### src/rtl/tdm_pkg.sv
package tdm_pkg;
  localparam int unsigned SYS_CLK_HZ  = 50_000_000;
  localparam int unsigned FRAME_HZ    = 10_000;
  localparam int unsigned N_SRC_DEF   = 4;
  localparam int unsigned SAMPLE_W_DEF = 8;

  function automatic int unsigned bits_per_frame(int unsigned n_src, int unsigned w);
    return n_src * w + 1;
  endfunction

  function automatic int unsigned clk_per_bit(int unsigned n_src, int unsigned w);
    return SYS_CLK_HZ / (FRAME_HZ * bits_per_frame(n_src, w));
  endfunction
endpackage

### src/rtl/tdm_bit_tick.sv
module tdm_bit_tick #(
  parameter int unsigned DIV = 151
) (
  input  logic clk_i,
  input  logic rst_ni,
  output logic tick_o
);
  localparam int unsigned CNT_W = (DIV > 1) ? $clog2(DIV) : 1;
  localparam logic [CNT_W-1:0] LAST = CNT_W'(DIV - 1);

  logic [CNT_W-1:0] cnt_q;

  assign tick_o = (cnt_q == LAST);

  always_ff @(posedge clk_i or negedge rst_ni) begin
    if (!rst_ni)     cnt_q <= '0;
    else if (tick_o) cnt_q <= '0;
    else             cnt_q <= cnt_q + 1'b1;
  end

  generate
    if (DIV > 1) begin : g_gap_chk
      assert_tick_single_R4: assert property (@(posedge clk_i) disable iff (!rst_ni)
        tick_o |=> !tick_o);
    end
  endgenerate
endmodule

### src/rtl/tdm_frame_buf.sv
module tdm_frame_buf #(
  parameter int unsigned N_SRC    = 4,
  parameter int unsigned SAMPLE_W = 8
) (
  input  logic                      clk_i,
  input  logic                      rst_ni,
  input  logic                      load_i,
  input  logic [N_SRC*SAMPLE_W-1:0] sample_i,
  input  logic                      swap_i,
  output logic [N_SRC*SAMPLE_W-1:0] act_o
);
  localparam int unsigned FRAME_W = N_SRC * SAMPLE_W;

  logic [FRAME_W-1:0] pend_q;
  logic [FRAME_W-1:0] act_q;

  always_ff @(posedge clk_i or negedge rst_ni) begin
    if (!rst_ni)     pend_q <= '0;
    else if (load_i) pend_q <= sample_i;
  end

  // active set only moves at the frame boundary
  always_ff @(posedge clk_i or negedge rst_ni) begin
    if (!rst_ni)     act_q <= '0;
    else if (swap_i) act_q <= pend_q;
  end

  assign act_o = act_q;

  assert_active_held_R5: assert property (@(posedge clk_i) disable iff (!rst_ni)
    !swap_i |=> $stable(act_o));
endmodule

### src/rtl/tdm_serializer.sv
module tdm_serializer #(
  parameter int unsigned N_SRC    = 4,
  parameter int unsigned SAMPLE_W = 8
) (
  input  logic                      clk_i,
  input  logic                      rst_ni,
  input  logic                      tick_i,
  input  logic [N_SRC*SAMPLE_W-1:0] act_i,
  output logic                      swap_o,
  output logic                      bit_o,
  output logic                      bit_en_o,
  output logic                      frame_start_o
);
  localparam int unsigned SRC_W  = (N_SRC > 1) ? $clog2(N_SRC) : 1;
  localparam int unsigned BIDX_W = (SAMPLE_W > 1) ? $clog2(SAMPLE_W) : 1;
  localparam logic [SRC_W-1:0]  SRC_LAST = SRC_W'(N_SRC - 1);
  localparam logic [BIDX_W-1:0] BIT_TOP  = BIDX_W'(SAMPLE_W - 1);

  logic [SAMPLE_W-1:0] slice [N_SRC];

  genvar s;
  generate
    for (s = 0; s < N_SRC; s++) begin : g_slice
      assign slice[s] = act_i[s*SAMPLE_W +: SAMPLE_W];
    end
  endgenerate

  logic              in_sync_q;
  logic              sync_q;
  logic [SRC_W-1:0]  src_q;
  logic [BIDX_W-1:0] bidx_q;
  logic              bit_q, en_q, fs_q;
  logic              data_bit;

  assign data_bit = slice[src_q][bidx_q];
  assign swap_o   = tick_i && in_sync_q;

  always_ff @(posedge clk_i or negedge rst_ni) begin
    if (!rst_ni) begin
      in_sync_q <= 1'b1;
      sync_q    <= 1'b1;
      src_q     <= '0;
      bidx_q    <= BIT_TOP;
      bit_q     <= 1'b0;
      en_q      <= 1'b0;
      fs_q      <= 1'b0;
    end else begin
      en_q <= tick_i;
      if (tick_i) begin
        if (in_sync_q) begin
          bit_q     <= sync_q;
          fs_q      <= 1'b1;
          sync_q    <= ~sync_q;
          in_sync_q <= 1'b0;
          src_q     <= '0;
          bidx_q    <= BIT_TOP;
        end else begin
          bit_q <= data_bit;
          fs_q  <= 1'b0;
          if (src_q == SRC_LAST) begin
            src_q <= '0;
            if (bidx_q == '0) in_sync_q <= 1'b1;
            else              bidx_q    <= bidx_q - 1'b1;
          end else begin
            src_q <= src_q + 1'b1;
          end
        end
      end
    end
  end

  assign bit_o         = bit_q;
  assign bit_en_o      = en_q;
  assign frame_start_o = fs_q;

  assert_bit_hold_R4: assert property (@(posedge clk_i) disable iff (!rst_ni)
    !bit_en_o |-> $stable(bit_o));
  assert_fs_hold_R1: assert property (@(posedge clk_i) disable iff (!rst_ni)
    !bit_en_o |-> $stable(frame_start_o));
  assert_fs_on_bit_R1: assert property (@(posedge clk_i) disable iff (!rst_ni)
    $rose(frame_start_o) |-> bit_en_o);
  assert_src_range_R3: assert property (@(posedge clk_i) disable iff (!rst_ni)
    src_q <= SRC_LAST);
endmodule

### src/rtl/tdm_bit_mux.sv
module tdm_bit_mux
  import tdm_pkg::*;
#(
  parameter int unsigned N_SRC    = N_SRC_DEF,
  parameter int unsigned SAMPLE_W = SAMPLE_W_DEF,
  parameter int unsigned CLK_DIV  = clk_per_bit(N_SRC_DEF, SAMPLE_W_DEF)
) (
  input  logic                      clk_i,
  input  logic                      rst_ni,
  input  logic [N_SRC*SAMPLE_W-1:0] sample_i,
  input  logic                      load_i,
  output logic                      bit_o,
  output logic                      bit_en_o,
  output logic                      frame_start_o
);
  localparam int unsigned FRAME_W = N_SRC * SAMPLE_W;

  logic               tick;
  logic               swap;
  logic [FRAME_W-1:0] act;

  tdm_bit_tick #(.DIV(CLK_DIV)) u_tick (
    .clk_i  (clk_i),
    .rst_ni (rst_ni),
    .tick_o (tick)
  );

  tdm_frame_buf #(.N_SRC(N_SRC), .SAMPLE_W(SAMPLE_W)) u_buf (
    .clk_i    (clk_i),
    .rst_ni   (rst_ni),
    .load_i   (load_i),
    .sample_i (sample_i),
    .swap_i   (swap),
    .act_o    (act)
  );

  tdm_serializer #(.N_SRC(N_SRC), .SAMPLE_W(SAMPLE_W)) u_ser (
    .clk_i         (clk_i),
    .rst_ni        (rst_ni),
    .tick_i        (tick),
    .act_i         (act),
    .swap_o        (swap),
    .bit_o         (bit_o),
    .bit_en_o      (bit_en_o),
    .frame_start_o (frame_start_o)
  );
endmodule

### config.mk
export PLATFORM = sky130hd
export DESIGN_NAME = tdm_bit_mux
export DESIGN_NICKNAME = d
export VERILOG_FILES = /design/src/rtl/tdm_pkg.sv /design/src/rtl/tdm_bit_tick.sv /design/src/rtl/tdm_frame_buf.sv /design/src/rtl/tdm_serializer.sv /design/src/rtl/tdm_bit_mux.sv
export SDC_FILE = /design/constraint.sdc
export NUM_CORES = 1
export LEC_CHECK = 0
export BUFFER_PORTS_ARGS = -buffer_cell sky130_fd_sc_hd__buf_2
export CORE_ASPECT_RATIO = 1.75
export CORE_MARGIN = 3
export CORE_UTILIZATION = 59
export CTS_CLUSTER_DIAMETER = 200
export DETAILED_ROUTE_END_ITERATION = 6
export HOLD_SLACK_MARGIN = 0.02
export PLACE_DENSITY = 0.84
export SLEW_MARGIN = 10
export SYNTH_ARGS = -nofsm -noshare
export SYNTH_HDL_FRONTEND = slang
export SYNTH_SLANG_ARGS = --single-unit
### constraint.sdc
create_clock -name clk_i -period 4.2 [get_ports clk_i]
set_clock_uncertainty 0.05 [all_clocks]
set_input_delay 0.21 -clock clk_i [delete_from_list [all_inputs] [get_ports clk_i]]
set_output_delay 0.21 -clock clk_i [all_outputs]
set_load 0.02 [all_outputs]
Yosys cells after proc, flatten, opt, wreduce, memory -nomap -nowiden. Index checks and enable logic that the tools add are counted.

Bits in registers: 82. Input bits: 35. Output and inout port bits: 3. Word-level logic and storage cells: 41.

Add/sub/neg operators: 3. $lt $le $gt $ge: 2. Eq/ne operators: 3. Mux-type cells: 16. Bitwise operators: 2. Reduce and logical (&&, ||, !) cells: 5.

Operator list (number): 2-to-1 mux 8 bit (3); binary-select mux 8 bit (select 2 bit) (1); 2-to-1 mux 3 bit (3); adder 8 x 1 -> 8 bit (second input constant) (1); equality test 8 bit (second input constant) (1); 2-to-1 mux 1 bit (6); < comparator 3 x 4 -> 1 bit (second input constant) (1); 2-to-1 mux 2 bit (2); binary-select mux 1 bit (select 3 bit) (1); >= comparator 3 bit (second input constant) (1); zero test 3 bit (1); NOT 2 -> 3 bit (1); AND reduction 3 bit (1); subtractor 3 x 1 -> 3 bit (second input constant) (1); adder 2 x 1 -> 2 bit (second input constant) (1); equality test 2 bit (second input constant) (1); != test 2 x 1 -> 1 bit (second input constant) (1); AND reduction 2 bit (1); nonzero test 2 bit (1); logical AND 1 bit (1); NOT 1 bit (1).

Longest topological paths before layout. Gate-level depths: netlist (run 1).

Depth in word-level cells: 7. Depth in mapped cells: 10. Depth with buffers taken out: 8.

Modules after synthesis. Synthesis (run 1) repeated with hierarchy kept, for this count alone.

Cells, all modules: 243. Area total of the unflattened synthesis: 3854.9 µm².

Modules (own cells, without submodules): tdm_frame_buf (times used 1, cells each 136, area each 2690.1 µm², sequential area each 1601.5 µm²); tdm_serializer (times used 1, cells each 75, area each 778.2 µm², sequential area each 256.5 µm²); tdm_bit_tick (times used 1, cells each 32, area each 386.6 µm², sequential area each 200.2 µm²).

Worst setup path before layout (run 1). Ideal clock, no wire load.

Kind: register -> register. From: reg u_tick.cnt_q[0]. To: reg u_buf.act_q[10], in the netlist u_buf.act_o[10]. Library setup time: 0.125 ns. Arrival time: 1.978 ns. Data required time: 4.025 ns. Setup slack: 2.047 ns. Cell stages (with the launch flop): 11. Path buffers: 3. Period minus slack after synthesis: 2.153 ns. Cells stage by stage: dfrtp_1 -> inv_1 -> ha_1 -> nand2_2 -> or4_4 -> buf_6 -> inv_2 -> and2_4 -> buf_12 -> buf_12 -> mux2_4.

Word-level cells in the longest chain between the ends: 2.

Ends and longest elaborated chain: start: declaration (line tdm_bit_tick.sv:11) `logic [CNT_W-1:0] cnt_q;`; start signal: assignment (line tdm_bit_tick.sv:18) `else cnt_q <= cnt_q + 1'b1;`; equality test 8 bit (line tdm_bit_tick.sv:13) `assign tick_o = (cnt_q == LAST);`; logical AND 1 bit (line tdm_serializer.sv:36) `assign swap_o = tick_i && in_sync_q;`; end signal: assignment (line tdm_frame_buf.sv:25) `else if (swap_i) act_q <= pend_q;`; end: declaration (line tdm_frame_buf.sv:15) `logic [FRAME_W-1:0] act_q;`.

No other way between the ends. A chain may end at the register's enable or synchronous reset.

Final worst setup path (run 1).
From: reg u_tick.cnt_q[0]. To: reg u_buf.act_q[1], in the netlist u_buf.act_o[1].

Same word-level chain as after synthesis.

==> results, run 1 <==
- The type of origin of the critical path is a flop.
- The reg2reg setup slack is 1640 ps.
- After technology mapping, the gate count stands at 246.
- The count of final hold-check violations is 0.
- The first-pass GRT wire length is 10.1 mm.
- The initial antenna violation count came to 0.
- The antenna violation net count after detailed routing is 0.
- The die is 65.5 um wide.
- The number of top-level pins is 38.
- The first-pass detailed-route iteration total is 4.
- The layout overhead on the synthesized area is 11.5%.
- The worst reg2reg path endpoint is u_buf.act_o[1].
- The final setup TNS is 0 ps.
- The fraction of synthesis flops using an asynchronous set or reset pin is 1.00.
- Each instance of the synthesized netlist takes up on average 14.9 um2.
- Setup repair after global routing left no endpoint under its margin.
- Across the run, the number of max-cap violations was 0.
- The final-report setup violation count is 0.
- In this run the tightest slew margin relative to its limit is 0.343.
- The detailed-placement wirelength estimate is 3.93 mm.
- The share of the Yosys chip area taken by registers is 0.563.
- Counting flops and latches in the post-synthesis netlist gives 82.
- Gates resized during post-CTS repair numbered 0.
- The commonest register cell after synthesis is dfrtp_1.
- The finished layout cell area is 4080 um2.
- For this run the aggregate overflow at the end of global routing stands at 0.
- The startpoint identified for the worst hold timing path is sample_i[19].
- The floorplan die height is 110 um.
- The starting density of the core is 0.617.
- The critical path is of the reg2reg type.
- Clock tree synthesis selected as its root buffer the cell clkbuf_8.
- Sorting the synthesized cells by area gives the leading types as dfrtp_1 53%, mux2_4 12%, mux2_2 11%.
- The share of cells above drive strength 1 is 0.437.
- The flow ran to the end, and the final reports show no timing, DRC or antenna violations.
- Derived from the worst setup path, the maximum achievable clock frequency is 391 MHz.
- The die covers 7220 um2.
- The clock sink total is 82.
- The data required time of the worst path is 4380 ps.
- Row generation in the floorplan step produced 37 rows.
- The sort of element at the end of the critical path is a flop.
- The clock passes through at most 2 buffers.
- Data on the critical path arrives at its endpoint at 2740 ps.
- The leakage power figure is 0.00188 uW.
- The routed design has 5.95 mm of wire.
- The overall fraction of global-route tracks in use is 0.192.
- The synthesized netlist occupies a cell area of 3660 um2.
- The later pin in the worst-skew pair is clocked with a latency of 350 ps.
- The area share of the largest cell type after synthesis is 0.527.
- The cell accounting for the most synthesized area is dfrtp_1.
- The core region is 5930 um2.
- Once placement finished, the instance area stood at 3820 um2.
- The actual transition at the worst max-transition pin is 986 ps.
- Entering global routing, the biggest net connects 83 pins.
- In this run the worst hold path is classified as in2reg.
- During placement, the flow inserted port buffers numbering 37.
- The net count reported at finish is 330.
- The maximum fanout along the worst path is 33.
- The synthesized design contains 0 enable-type register cells.
- The power density of the placed cells is 347 nW/um2.
- The final count of pins violating max slew is 0.
- The number of hold buffers added after CTS was 7.
- The violation count after the first detailed-routing iteration is 63.
- At the end of the flow the core is filled with cells to 0.688.
- The source of the worst register-to-register timing path is u_tick.cnt_q[0].
- Of the available clock period, the critical path in the final layout requires 0.609.
- The total clock buffers created by CTS is 9.
- The via density per instance is 5.48.
- The DRC violations left is 0.
- The repair_antennas step left the layout with diodes totalling 0.
- The number of cells on the worst reg-to-reg path is 7.
- The number of distinct library cells after synthesis is 43.
- The last element of the critical path is u_buf.act_o[1].
- The number of warnings issued by yosys is 0.
- The final weighted congestion in routability-driven placement is 0.801.
- The worst-case IR drop observed on VDD is 0.246 mV.
- The final critical path time including I/O delays and setup is 2560 ps.
- The number of nets handed over by synthesis was 286.
- The clock-pin slew on the worst setup and hold paths is 70 ps.
- Once the clock tree was built, the setup fixing pass inserted 0 buffers.
- The clock tree from TritonCTS is yes.
- The mean routed wirelength per cell is 15.9 um.
- The via count of the first global-routing pass was 2119.
- In this run the worst setup path begins at u_tick.cnt_q[0].
- The H-tree was split into 3 levels.
- The routed layout has 2045 vias.
## worst min path at each step
stage / endpoint / depth (start not counted)
detailed placement: u_buf.pend_q[0] / 1
global placement: u_buf.pend_q[9] / 1
finish: u_buf.pend_q[19] / 2
CTS: u_buf.pend_q[31] / 2
floorplan: u_buf.act_o[0] / 0
global route: u_buf.pend_q[6] / 2
## synthesized netlist by cell type, drive strengths merged (2+ instances only)
cell,instances
nand4,2
a21oi,6
nor2b,2
a22o,2
xnor2,5
xor2,2
clkbuf,2
o21ai,2
mux4,5
mux2,65
nand2,6
inv,5
nand3,6
and3,2
dfrtp,77
mux2i,4
buf,11
dfstp,5
ha,5
nor2,15
## registers in the layout, summed over array words and instances, names as in the netlist
name / flops
u_buf.act_o: 32
u_buf.pend_q: 32
u_tick.cnt_q: 8
u_ser.bidx_q: 3
u_ser.src_q: 2
u_ser.bit_en_o: 1
u_ser.bit_o: 1
u_ser.frame_start_o: 1
u_ser.in_sync_q: 1
u_ser.sync_q: 1
## routing by layer
| layer | global-route usage | vias to the layer above | wire, um |
|---|---|---|---|
| li1 | - | 956 | - |
| met1 | 0.220 | 1034 | 2370 |
| met2 | 0.317 | 39 | 3130 |
| met3 | 0.0558 | 16 | 220 |
| met4 | 0.114 | 0 | 216 |
| met5 | 0 | - | 0 |
## power by group
| part | switching (uW) | total [uW] | internal (uW) |
|---|---|---|---|
| registers | 18.1 | 839 | 820 |
| clock network | 253 | 502 | 249 |
| logic | 31.3 | 76.0 | 44.7 |
| total | 302 | 1420 | 1110 |
## placed cells by master (no fill, tap or decap), drive strengths merged, types with 5 or more instances in the layout
master,n
inv,5
clkbuf,16
buf,37
xnor2,5
a21oi,6
dfstp,5
nand2,6
dlygate4sd3,9
nor2,15
ha,5
mux2,65
nand3,6
mux4,5
dfrtp,77
## cell families after synthesis
group,Yosys count,share of synthesized area
flops,82,0.563
mux,74,0.272
simple gates,40,0.0547
compound gates,20,0.0380
buf+inv,18,0.0390
xor+xnor,7,0.0168
fa+ha+maj,5,0.0171
## cell type report
| cell class | instances | area (um2) |
|---|---|---|
| Inverter | 5 | 18.8 |
| Multi-Input combinational cell | 146 | 1460 |
| Tap cell | 78 | 97.6 |
| Fill cell | 449 | 1850 |
| Clock buffer | 16 | 170 |
| Timing Repair Buffer | 46 | 278 |
| Sequential cell | 82 | 2060 |
## through the flow
stage                     total power, uW  instances  setup slack [ps]  hold WS (ps)
after floorplan                       884        246              2050          -136
after global placement                921        348              1690           384
after detailed placement              925        348              1640           391
final                                1420        373              1640          40.6
after global routing                 1480        373              1480          22.8
after CTS                            1430        371              1620          21.8
## critical path: stages, from the launching register on
cell and delay (ps):
dfrtp_1 410, inv_1 70, ha_1 150, nand2_2 60, or4_4 540, inv_2 170, and2_4 560, mux2_2 400
Note: power is estimated with default switching activity, not from simulation.
==> run 2, diff against run 1 <==
Settings changed: CORE_UTILIZATION 59 to 58, PLACE_DENSITY 0.84 to 0.83.
Clock period 4.2 ns to 2.64 ns, I/O delays scaled along.
==> results, run 2 (synthesized netlist as in run 1, its figures left out) <==
- The flow ran to the end, and the final reports show no timing, DRC or antenna violations.
- The worst setup path is captured at a flop.
- The clock tree from TritonCTS is yes.
- Setup violations remaining at the end of the flow were counted as 0.
- On the worst path, the slowest cell contributes a delay of 550 ps.
- The data required time of the worst path is 2830 ps.
- Once the clock tree was built, the setup fixing pass inserted 0 buffers.
- The pre-CTS worst setup slack is 295 ps.
- The worst-case IR drop observed on VDD is 0.640 mV.
- The mean routed wirelength per cell is 16.8 um.
- The floorplan die height is 111 um.
- The maximum clock frequency is 423 MHz.
- The starting density of the core is 0.608.
- The violation count after the first detailed-routing iteration is 98.
- The number of top-level pins is 38.
- The cell row count is 37.
- The maximum buffer depth of the clock tree is 2.
- The total overflow left after global routing is 0.
- The clock net in this run drives a total of 82 sinks.
- The signal on the critical path passes through inv_1 > ha_1 > nand2_2 > or4_4 > inv_2 > and2_4 > buf_12 > mux2_4.
- Setup repair after global routing left no endpoint under its margin.
- Together, buffers and inverters on the worst path number 3.
- The H-tree generated during clock tree synthesis spans 3 levels.
- The category of cells accounting for the largest share of critical-path delay is simple AND/OR/NAND/NOR gates.
- The final count of pins violating max slew was 0.
- The worst hold path passes through 2 cells.
- The clock-pin slew on the worst setup and hold paths is 80 ps.
- Across all setup checks in the final design, the least slack found is 276 ps.
- After detailed routing, the number of remaining DRC violations is 0.
- The detailed-placement wirelength estimate is 4.39 mm.
- For the worst setup path, the data arrival time is 2550 ps.
- STA classifies the critical path startpoint as a flop.
- Counting cells, the worst reg-to-reg path comes to 8.
- The initial antenna violation count came to 0.
- The type of the worst setup path is reg2reg.
- The clock period could shrink to 2360 ps.
- The share of the core filled with cells in the final layout is 0.732.
- The slowest cell on the critical path is or4_4.
- After detailed routing, the total wire length is 6.70 mm.
- The most common cell after layout, fill and taps aside is dfrtp_1.
- The root buffer cell is clkbuf_8.
- The min-delay analysis places its worst path in the category in2reg.
- The maximum fanout along the worst path is 22.
- The clock insertion delay at the later pin of the skew report is 360 ps.
- The first-pass detailed-route iteration total is 4.
- Compared with the post-synthesis result, the final layout area differs by 20.5%.
- The logic depth of the worst setup path including buffers is 8.
- Summed over all failing endpoints, the final setup total negative slack is 0 ps.
- The antenna violation net count after detailed routing is 0.
- In this run the static leakage power is 0.00203 uW.
- The via count of the first global-routing pass is 2415.
- The worst slew margin relative to its limit is 0.334.
- Buffers placed on the I/O ports in this run total 37.
- TritonCTS created 9 clock buffers.
- The final weighted congestion in routability-driven placement is 0.777.
- The first-pass GRT wire length is 11.6 mm.
- The via count of the routed design is 2186.
- The net count reported at finish is 357.
- The die is 66.0 um wide.
- 0 antenna diodes ended up in the layout.
- For the pin with the worst max-slew slack, the measured transition is 999 ps.
- The placeable core area is 6020 um2.
- Dividing the final minimum period by the clock period gives 0.896.
- The full die area is 7330 um2.
- The count of final hold-check violations is 0.
- Max-cap violations in this run came to 0.
- Summing all placed instances gives a cell area of 3850 um2.
- The power density of the placed cells is 565 nW/um2.
- In the layout the commonest cells are 77 x dfrtp_1, 36 x mux2_2, 36 x buf_2.
- The share of cells above drive strength 1 is 0.416.
- In the global route stage, overall resource usage came out at 0.210.
- After routing the design area is 4410 um2.
- The via density per instance is 5.47.
- Gates resized during post-CTS repair numbered 0.
- The largest net degree at the start of global routing is 83.
## run 2: area by class of cell
type                       instances  area, um2
clock buffer                      14        163
clock inverter                     2       60.1
fill                             375       1610
inverter                           5       18.8
multi-input combinational        146       1460
sequential                        82       2060
tap                               78       97.6
timing repair buffer              73        553
## run 2: where the power goes
group	switching [uW]	leakage, uW	internal (uW)
sequential	28.6	0.00104	1300
combinational	58.0	0.000876	94.5
clock	419	0.000111	586
## run 2: through the flow
stage          std cells  hold WS [ps]  total power, uW
2_1_floorplan        246          -214             1410
3_3_place_gp         351           297             1470
3_5_place_dp         351           309             1470
4_1_cts              400           403             2510
5_1_grt              400           419             2580
6_report             400           405             2490
## run 2: path summary, 6_finish.rpt
kind,to,slack [ps],startpoint
max in group asynchronous,u_buf.pend_q[20],1460,rst_ni
min in group asynchronous,u_buf.pend_q[9],440,rst_ni
max reg2reg,u_buf.act_o[6],280,u_tick.cnt_q[0]
max,u_buf.act_o[6],280,u_tick.cnt_q[0]
min,u_buf.pend_q[21],400,load_i
min reg2reg,u_ser.frame_start_o,450,u_ser.frame_start_o
## run 2: metal layers
layer | part of all wire | GRT usage | wire length, um | up-vias
met5 | 0 | 0 | 0 | -
met4 | 0.027 | 0.109 | 179 | 0
met3 | 0.029 | 0.0456 | 196 | 17
met2 | 0.55 | 0.353 | 3720 | 40
met1 | 0.39 | 0.247 | 2610 | 1115
li1 | - | - | - | 1014
## run 2: what timing repair did
action / CTS / global route
hold endpoints to repair: 109 / 0
hold buffers: 33 / 0
setup endpoints to repair: 0 / 0
